<file path="src/rtl/poe_pd_sequencer.sv">
module poe_pd_sequencer #(
  parameter int MVW          = 16,
  parameter int TW           = 8,
  parameter int DET_LO_MV    = 1500,
  parameter int DET_HI_MV    = 10100,
  parameter int CLS_ON_MV    = 14500,
  parameter int CLS_OFF_MV   = 20500,
  parameter int CLS_RST_MV   = 2810,
  parameter int LOCK_RISE_MV = 37000,
  parameter int LOCK_FALL_MV = 32000,
  parameter int HOT_C        = 160,
  parameter int HOT_HYST_C   = 20
) (
  input  logic           clk,
  input  logic           rst_n,
  input  logic           vsample_valid,
  input  logic [MVW-1:0] vsample_mv,
  input  logic [1:0]     class_req,
  input  logic [TW-1:0]  temp_c,
  output logic           det_en,
  output logic           cls_en,
  output logic [1:0]     cls_code,
  output logic           hs_en,
  output logic [4:0]     phase
);
  localparam logic [MVW-1:0] DET_LO = MVW'(DET_LO_MV);
  localparam logic [MVW-1:0] DET_HI = MVW'(DET_HI_MV);
  localparam logic [MVW-1:0] CLS_ON = MVW'(CLS_ON_MV);
  localparam logic [MVW-1:0] CLS_OFF = MVW'(CLS_OFF_MV);
  localparam logic [MVW-1:0] CLS_RST = MVW'(CLS_RST_MV);
  localparam logic [MVW-1:0] RISE = MVW'(LOCK_RISE_MV);
  localparam logic [MVW-1:0] FALL = MVW'(LOCK_FALL_MV);
  localparam logic [TW-1:0]  T_SET = TW'(HOT_C);
  localparam logic [TW-1:0]  T_CLR = TW'(HOT_C - HOT_HYST_C);

  localparam logic [4:0] PH_IDLE = 5'b00001;
  localparam logic [4:0] PH_DET  = 5'b00010;
  localparam logic [4:0] PH_CLS  = 5'b00100;
  localparam logic [4:0] PH_PWR  = 5'b01000;
  localparam logic [4:0] PH_HOT  = 5'b10000;

  logic [MVW-1:0] v_q, vv;
  logic lock_q, hot_q, seen_q, done_q, code_set;
  logic lock_d, hot_d, seen_d, done_d;
  logic in_det, in_cls, below_rst;
  logic [4:0] phase_d;
  logic [1:0] code_q;

  assign vv        = vsample_valid ? vsample_mv : v_q;
  assign in_det    = (vv >= DET_LO) && (vv <= DET_HI);
  assign in_cls    = (vv >= CLS_ON) && (vv <= CLS_OFF);
  assign below_rst = vv < CLS_RST;

  assign lock_d = (vv >= RISE) ? 1'b1 : (vv < FALL) ? 1'b0 : lock_q;
  assign hot_d  = (temp_c >= T_SET) ? 1'b1 : (temp_c < T_CLR) ? 1'b0 : hot_q;
  assign seen_d = in_det ? 1'b1 : (vv < DET_LO) ? 1'b0 : seen_q;
  assign done_d = below_rst ? 1'b0 : (phase == PH_CLS && !in_cls) ? 1'b1 : done_q;

  always_comb begin
    if (hot_d)                              phase_d = PH_HOT;
    else if (lock_d)                        phase_d = PH_PWR;
    else if (in_det)                        phase_d = PH_DET;
    else if (in_cls && seen_q && !done_q)   phase_d = PH_CLS;
    else                                    phase_d = PH_IDLE;
  end

  assign code_set = (phase_d == PH_CLS);

  always_ff @(posedge clk) begin
    if (!rst_n) begin
      v_q    <= '0;
      lock_q <= 1'b0;
      hot_q  <= 1'b0;
      seen_q <= 1'b0;
      done_q <= 1'b0;
      phase  <= PH_IDLE;
      code_q <= 2'd0;
    end else begin
      v_q    <= vv;
      lock_q <= lock_d;
      hot_q  <= hot_d;
      seen_q <= seen_d;
      done_q <= done_d;
      phase  <= phase_d;
      code_q <= code_set ? class_req : 2'd0;
    end
  end

  assign det_en   = phase[1];
  assign cls_en   = phase[2];
  assign hs_en    = phase[3];
  assign cls_code = code_q;

  a_r9_phase_onehot: assert property (@(posedge clk) disable iff (!rst_n)
    $onehot(phase));
  a_r2_det_in_window: assert property (@(posedge clk) disable iff (!rst_n)
    det_en |-> (v_q >= DET_LO && v_q <= DET_HI));
  a_r3_cls_in_window: assert property (@(posedge clk) disable iff (!rst_n)
    cls_en |-> (v_q >= CLS_ON && v_q <= CLS_OFF));
  a_r4_code_idle_zero: assert property (@(posedge clk) disable iff (!rst_n)
    !cls_en |-> cls_code == 2'd0);
  a_r6_hs_rise_level: assert property (@(posedge clk) disable iff (!rst_n)
    $rose(hs_en) |-> v_q >= FALL);
  a_r8_hot_forces_off: assert property (@(posedge clk) disable iff (!rst_n)
    (temp_c >= T_SET) |=> !hs_en);
endmodule

</file>
<file path="config.mk">
export PLATFORM = sky130hd
export DESIGN_NAME = poe_pd_sequencer
export DESIGN_NICKNAME = d
export VERILOG_FILES = /design/src/rtl/poe_pd_sequencer.sv
export SDC_FILE = /design/constraint.sdc
export NUM_CORES = 1
export LEC_CHECK = 0
export CAP_MARGIN = 15
export CELL_PAD_IN_SITES_DETAIL_PLACEMENT = 2
export CELL_PAD_IN_SITES_GLOBAL_PLACEMENT = 2
export CORE_MARGIN = 2
export CORE_UTILIZATION = 30
export CTS_CLUSTER_DIAMETER = 80
export CTS_CLUSTER_SIZE = 40
export DETAILED_ROUTE_END_ITERATION = 16
export DONT_BUFFER_PORTS = 1
export MAX_ROUTING_LAYER = met4
export PLACE_DENSITY = 0.72
export SLEW_MARGIN = 10
export SYNTH_ARGS = -nofsm -noshare
export SYNTH_HDL_FRONTEND = slang
export SYNTH_SLANG_ARGS = --single-unit
</file>
<file path="constraint.sdc">
create_clock -name clk -period 2.71 [get_ports clk]
set_clock_uncertainty 0.05 [all_clocks]
set_input_delay 0.6775 -clock clk [delete_from_list [all_inputs] [get_ports clk]]
set_output_delay 0.6775 -clock clk [all_outputs]
set_load 0.02 [all_outputs]
</file>
==> summary.txt, run 1 <==
post-route ant nets - 0
Top delay family on crit path - simple AND/OR/NAND/NOR gates
DR iter-0 viols - 47
Max clock buf depth - 2
Synth Warn # - 0
layout filler cell count - 604
CTS sink count - 26
Slew Viols, Final - 0
main combinational cell family by area after synthesis - simple AND/OR/NAND/NOR gates
ys flop type - dfxtp_1
GR Util All Layers - 0.181
die height - 76.8 um
Mapped Cells - 191
Synth top cells by count - nor2_1 (30), dfxtp_1 (26), a21oi_1 (15)
WP buf/inv - 0
Slew HR - 0.651
post-CTS sizing - 0
fin crit share - 0.788
xor and xnor fraction of the mapped netlist area - 0
Synth top area share - 0.327
# diodes - 0
Synth Area in Adders - 0
Post-layout nets - 216
grt ovf - 0
final hold slack - 0.444 ns
CTS root buf - clkbuf_8
synthesized area - 1590 um2
status - finished, final reports clean
synthesized area per cell - 8.33 um2
setup repair bufs after CTS - 0
arrival time at the worst endpoint - 2.30 ns
CTS tree - built
Simple-Gate Fraction of Synth Area - 0.261
Crit Path Class - input pin to register
Fmax - 0.468 GHz
Via density - 5.58
drt pass-1 iters - 4
Yosys cell types - 52
vias in the first global route - 1605
EDFF count, synth - 0
pin count of the biggest net entering global routing - 52
initial antenna violation count - 0
Slowest cell on crit path - or4b_1
Synth Net Count - 220
post-synthesis mux area share - 0.0888
share of cells above drive strength 1 - 0.0914
most frequent CP cell - a21oi_1
Setup crit end kind - register
RSZ-0062 raised after global routing - no
Vias - 1429
Core ar. - 5110 um2
setup TNS - 0 ns
Crit Path Max Fanout - 3
pwr dens - 544 nW/um2
Area Growth Syn to Fin - 5.35%
worst hold path type - input pin to register
CP Cell Sequence - or4b_1, or3_1, a21oi_1, mux2i_1, a21oi_1, nor3b_2
Post-CTS Hold Buffers - 0
die width - 76.8 um
WL per Instance - 19.6 um
# rows - 26
flops & latches, synth - 26
final setup fails - 0
die area - 5900 um2
Seq/Total Area, Yosys - 0.327
initial core utilization - 0.312
complex-gate fraction of the synthesized area - 0.239
Clock transition at path regs - 0.10 ns
FFs w/ async S/R, synth - 0
clk_lat worst skew - 0.27 ns
I/O pin count - 39
Port Buffers - 0
CTS H-tree depth - 1
DRC - 0
startpoint types - input pin
GP Congestion - 0.951
area of the multi-input gates - 937 um2
most common cell in the netlist - nor2_1
CP Data Required Time - 2.87 ns
Reg area - 520 um2
Pleak - 0.000631 uW
max cap viols - 0
Least-Margin Pin Slew - 0.508 ns
drt total wl - 5.01 mm
cell accounting for the most synthesized area - dfxtp_1
final hold violations - 0
CP max stage delay - 0.52 ns
first-pass GRT wire length - 8.37 mm
Synth area leaders - dfxtp_1 (33%), mux2i_1 (8.2%), nor2_1 (7.1%), a21oi_1 (4.7%), buf_6 (2.8%)
dpl hpwl - 3.91 mm
CTS Buf Count - 3
Max VDD drop - 0.184 mV
min Tclk post-route - 2.14 ns
[through the flow]
step	instance area [um2]	std cells	utilization	power [uW]	setup slack, ns
2_1_floorplan	1590	191	-	566	0.548
3_3_place_gp	1610	252	0.314	580	0.383
3_5_place_dp	1610	252	0.314	589	0.329
4_1_cts	1680	256	0.328	925	0.600
5_1_grt	1680	256	0.328	959	0.497
6_report	1680	256	0.328	912	0.574
[metal layers]
metal  up-vias  wire [um]  track usage
met5         -          0            -
met4         0         47       0.0364
met3         4        142       0.0235
met2        23       2610        0.322
met1       712       2210        0.220
li1        690          -            -
[power by group]
part	switching [uW]	internal (uW)	total, uW	leakage, uW
Combinational	79.3	62.7	142	0.000382
Sequential	33.9	404	438	0.000214
Clock	134	198	331	0.0000357
[registers in the layout (all words and copies together), names as in the netlist]
signal,flops
seen_q,1
v_q,16
cls_code,2
done_q,1
phase,5
lock_q,1
[cells by family (layout without fill, tap and decap cells)]
| family | Yosys count | in the layout |
|---|---|---|
| AOI/OAI and AO/OA | 52 | 52 |
| DFF | 26 | 26 |
| buffers and inverters | 23 | 18 |
| and+or+nand+nor | 76 | 76 |
| muxes | 14 | 14 |
[cell usage in the layout (no fill, tap or decap), types with 4 or more instances in the layout]
master   count
nor3_1       6
a21oi_1     15
mux2i_1     13
nand2_1      9
a31oi_1      4
nor2b_1      5
dfxtp_1     26
o21ai_0      5
inv_1       11
nor2_1      30
[path summary, 6_finish.rpt]
path / start / to / slack, ns / depth (start not counted)
max: vsample_mv[7] / phase[1] / 0.57 / 6
min reg2reg: seen_q / seen_q / 0.45 / 2
max reg2reg: v_q[7] / cls_code[0] / 0.83 / 6
min: rst_n / phase[0] / 0.44 / 1
[cell type report]
| class | instances | area share |
|---|---|---|
| clock buffers | 3 | 0.0246 |
| clock inverters | 1 | 0.0179 |
| inverters | 12 | 0.0269 |
| multi-input cells | 142 | 0.559 |
| flip-flops and latches | 26 | 0.310 |
| well taps | 70 | 0.0522 |
| repair buffers | 2 | 0.00896 |
(Power assumes the default switching activity.)
==> run 2: changes to the inputs <==
--- a/config.mk
+++ b/config.mk
@@ -15,7 +15,7 @@
 export DETAILED_ROUTE_END_ITERATION = 16
 export DONT_BUFFER_PORTS = 1
 export MAX_ROUTING_LAYER = met4
-export PLACE_DENSITY = 0.72
+export PLACE_DENSITY = 0.74
 export SLEW_MARGIN = 10
 export SYNTH_ARGS = -nofsm -noshare
 export SYNTH_HDL_FRONTEND = slang
==> constraint.sdc (replaced) <==
create_clock -name clk -period 1.8 [get_ports clk]
set_clock_uncertainty 0.05 [all_clocks]
set_input_delay 0.45 -clock clk [delete_from_list [all_inputs] [get_ports clk]]
set_output_delay 0.45 -clock clk [all_outputs]
set_load 0.02 [all_outputs]
==> summary.txt, run 2 (synthesis gave the netlist of run 1 again) <==
status - finished with violations
violated checks - setup timing
CP Cell Sequence - buf_4, or2_2, o2bb2ai_1, a311oi_2, nor3_2, a211o_1, o21ai_1
most common cell after layout, fill and taps aside - nor2_1
WL per Instance - 22.2 um
Slowest cell on crit path - a311oi_2
Clock transition at path regs - 0.10 ns
Via density - 5.67
# rows - 26
layout filler cell count - 577
GP Congestion - 0.834
I/O pin count - 39
Most flops, register - v_q
Max clock buf depth - 2
Setup crit end kind - register
worst hold path type - input pin to register
DR iter-0 viols - 94
vias in the first global route - 1716
setup TNS - -0.191 ns
CTS sink count - 26
first-pass GRT wire length - 9.09 mm
die height - 76.8 um
pin count of the biggest net entering global routing - 52
dpl hpwl - 4.22 mm
Least-Margin Pin Slew - 0.540 ns
Fmax - 0.515 GHz
# diodes - 0
post-route ant nets - 0
area of the multi-input gates - 1100 um2
CTS root buf - clkbuf_8
Area Growth Syn to Fin - 25.4%
drt pass-1 iters - 4
CTS H-tree depth - 1
max reg flops - 16
Max VDD drop - 0.259 mV
arrival time at the worst endpoint - 2.11 ns
CP max stage delay - 0.37 ns
drt total wl - 6.17 mm
Vias - 1575
final instance area - 2000 um2
CTS Buf Count - 3
clk_lat worst skew - 0.28 ns
die width - 76.8 um
initial antenna violation count - 0
min Tclk post-route - 1.94 ns
Port Buffers - 0
Crit Path Class - register to register
share of cells above drive strength 1 - 0.322
Post-CTS Hold Buffers - 0
Reg area - 531 um2
Slew HR - 0.640
initial core utilization - 0.312
final hold violations - 0
final setup fails - 4
grt ovf - 0
Top delay family on crit path - compound AO/OA/AOI/OAI gates
fin crit share - 1.08
most frequent cells in the layout - nor2_1 (30), buf_4 (24), dfxtp_1 (20), inv_1 (11)
Area after DPL - 1740 um2
Core ar. - 5110 um2
GR Util All Layers - 0.198
Post-layout nets - 238
WP buf/inv - 1
CP Data Required Time - 1.97 ns
Pleak - 0.000777 uW
startpoint types - register
pwr dens - 699 nW/um2
max cap viols - 0
setup ws final - -0.144 ns
Slew Viols, Final - 0
RSZ-0062 raised after global routing - yes
DRC - 0
CTS tree - built
Crit Path Max Fanout - 3
die area - 5900 um2
## run 2: cell count changes in the layout (fill, tap and decap cells not counted), sizes merged
cell	change
buf	+22
bufinv	-1
clkbuf	+1
## run 2: power by group
group,internal (uW),switching (uW)
logic,160,171
registers,610,53.4
clock network,196,205
total,966,429
## run 2: per-layer routing
layer	GRT usage	part of all wire	vias to the layer above
met5	-	0	-
met4	0.0327	0.018	0
met3	0.0294	0.033	11
met2	0.360	0.52	37
met1	0.233	0.43	796
li1	-	-	731
## run 2: final timing paths
path	start	endpoint	slack, ns	depth (start not counted)
hold / removal	rst_n	phase[0]	0.20	1
hold reg to reg	v_q[4]	v_q[4]	0.49	2
setup / recovery	v_q[6]	phase[0]	-0.14	7
setup reg to reg	v_q[6]	phase[0]	-0.14	7
## run 2: final cells by class
type / count / share of cell area
clock buffers: 4 / 0.0276
inverters: 12 / 0.0226
repair buffers: 24 / 0.0903
flip-flops and latches: 26 / 0.266
well taps: 70 / 0.0439
multi-input cells: 142 / 0.550
## run 2: per-stage QoR
step | power, uW | hold slack (ns) | util | worst slack (ns) | instances
6_report | 1390 | 0.205 | 0.391 | -0.144 | 278
5_1_grt | 1480 | 0.183 | 0.391 | -0.194 | 278
3_3_place_gp | 911 | 0.446 | 0.340 | -0.250 | 268
2_1_floorplan | 856 | 0.413 | - | -0.106 | 191
4_1_cts | 1370 | 0.196 | 0.366 | -0.0935 | 275
3_5_place_dp | 927 | 0.449 | 0.340 | -0.318 | 268
## run 2: timing repair
| action | CTS | global route |
|---|---|---|
| pin swaps | 8 | 7 |
| resized for setup | 13 | 23 |
| setup buffers | 3 | 3 |
| endpoints found under the setup margin | 6 | 9 |
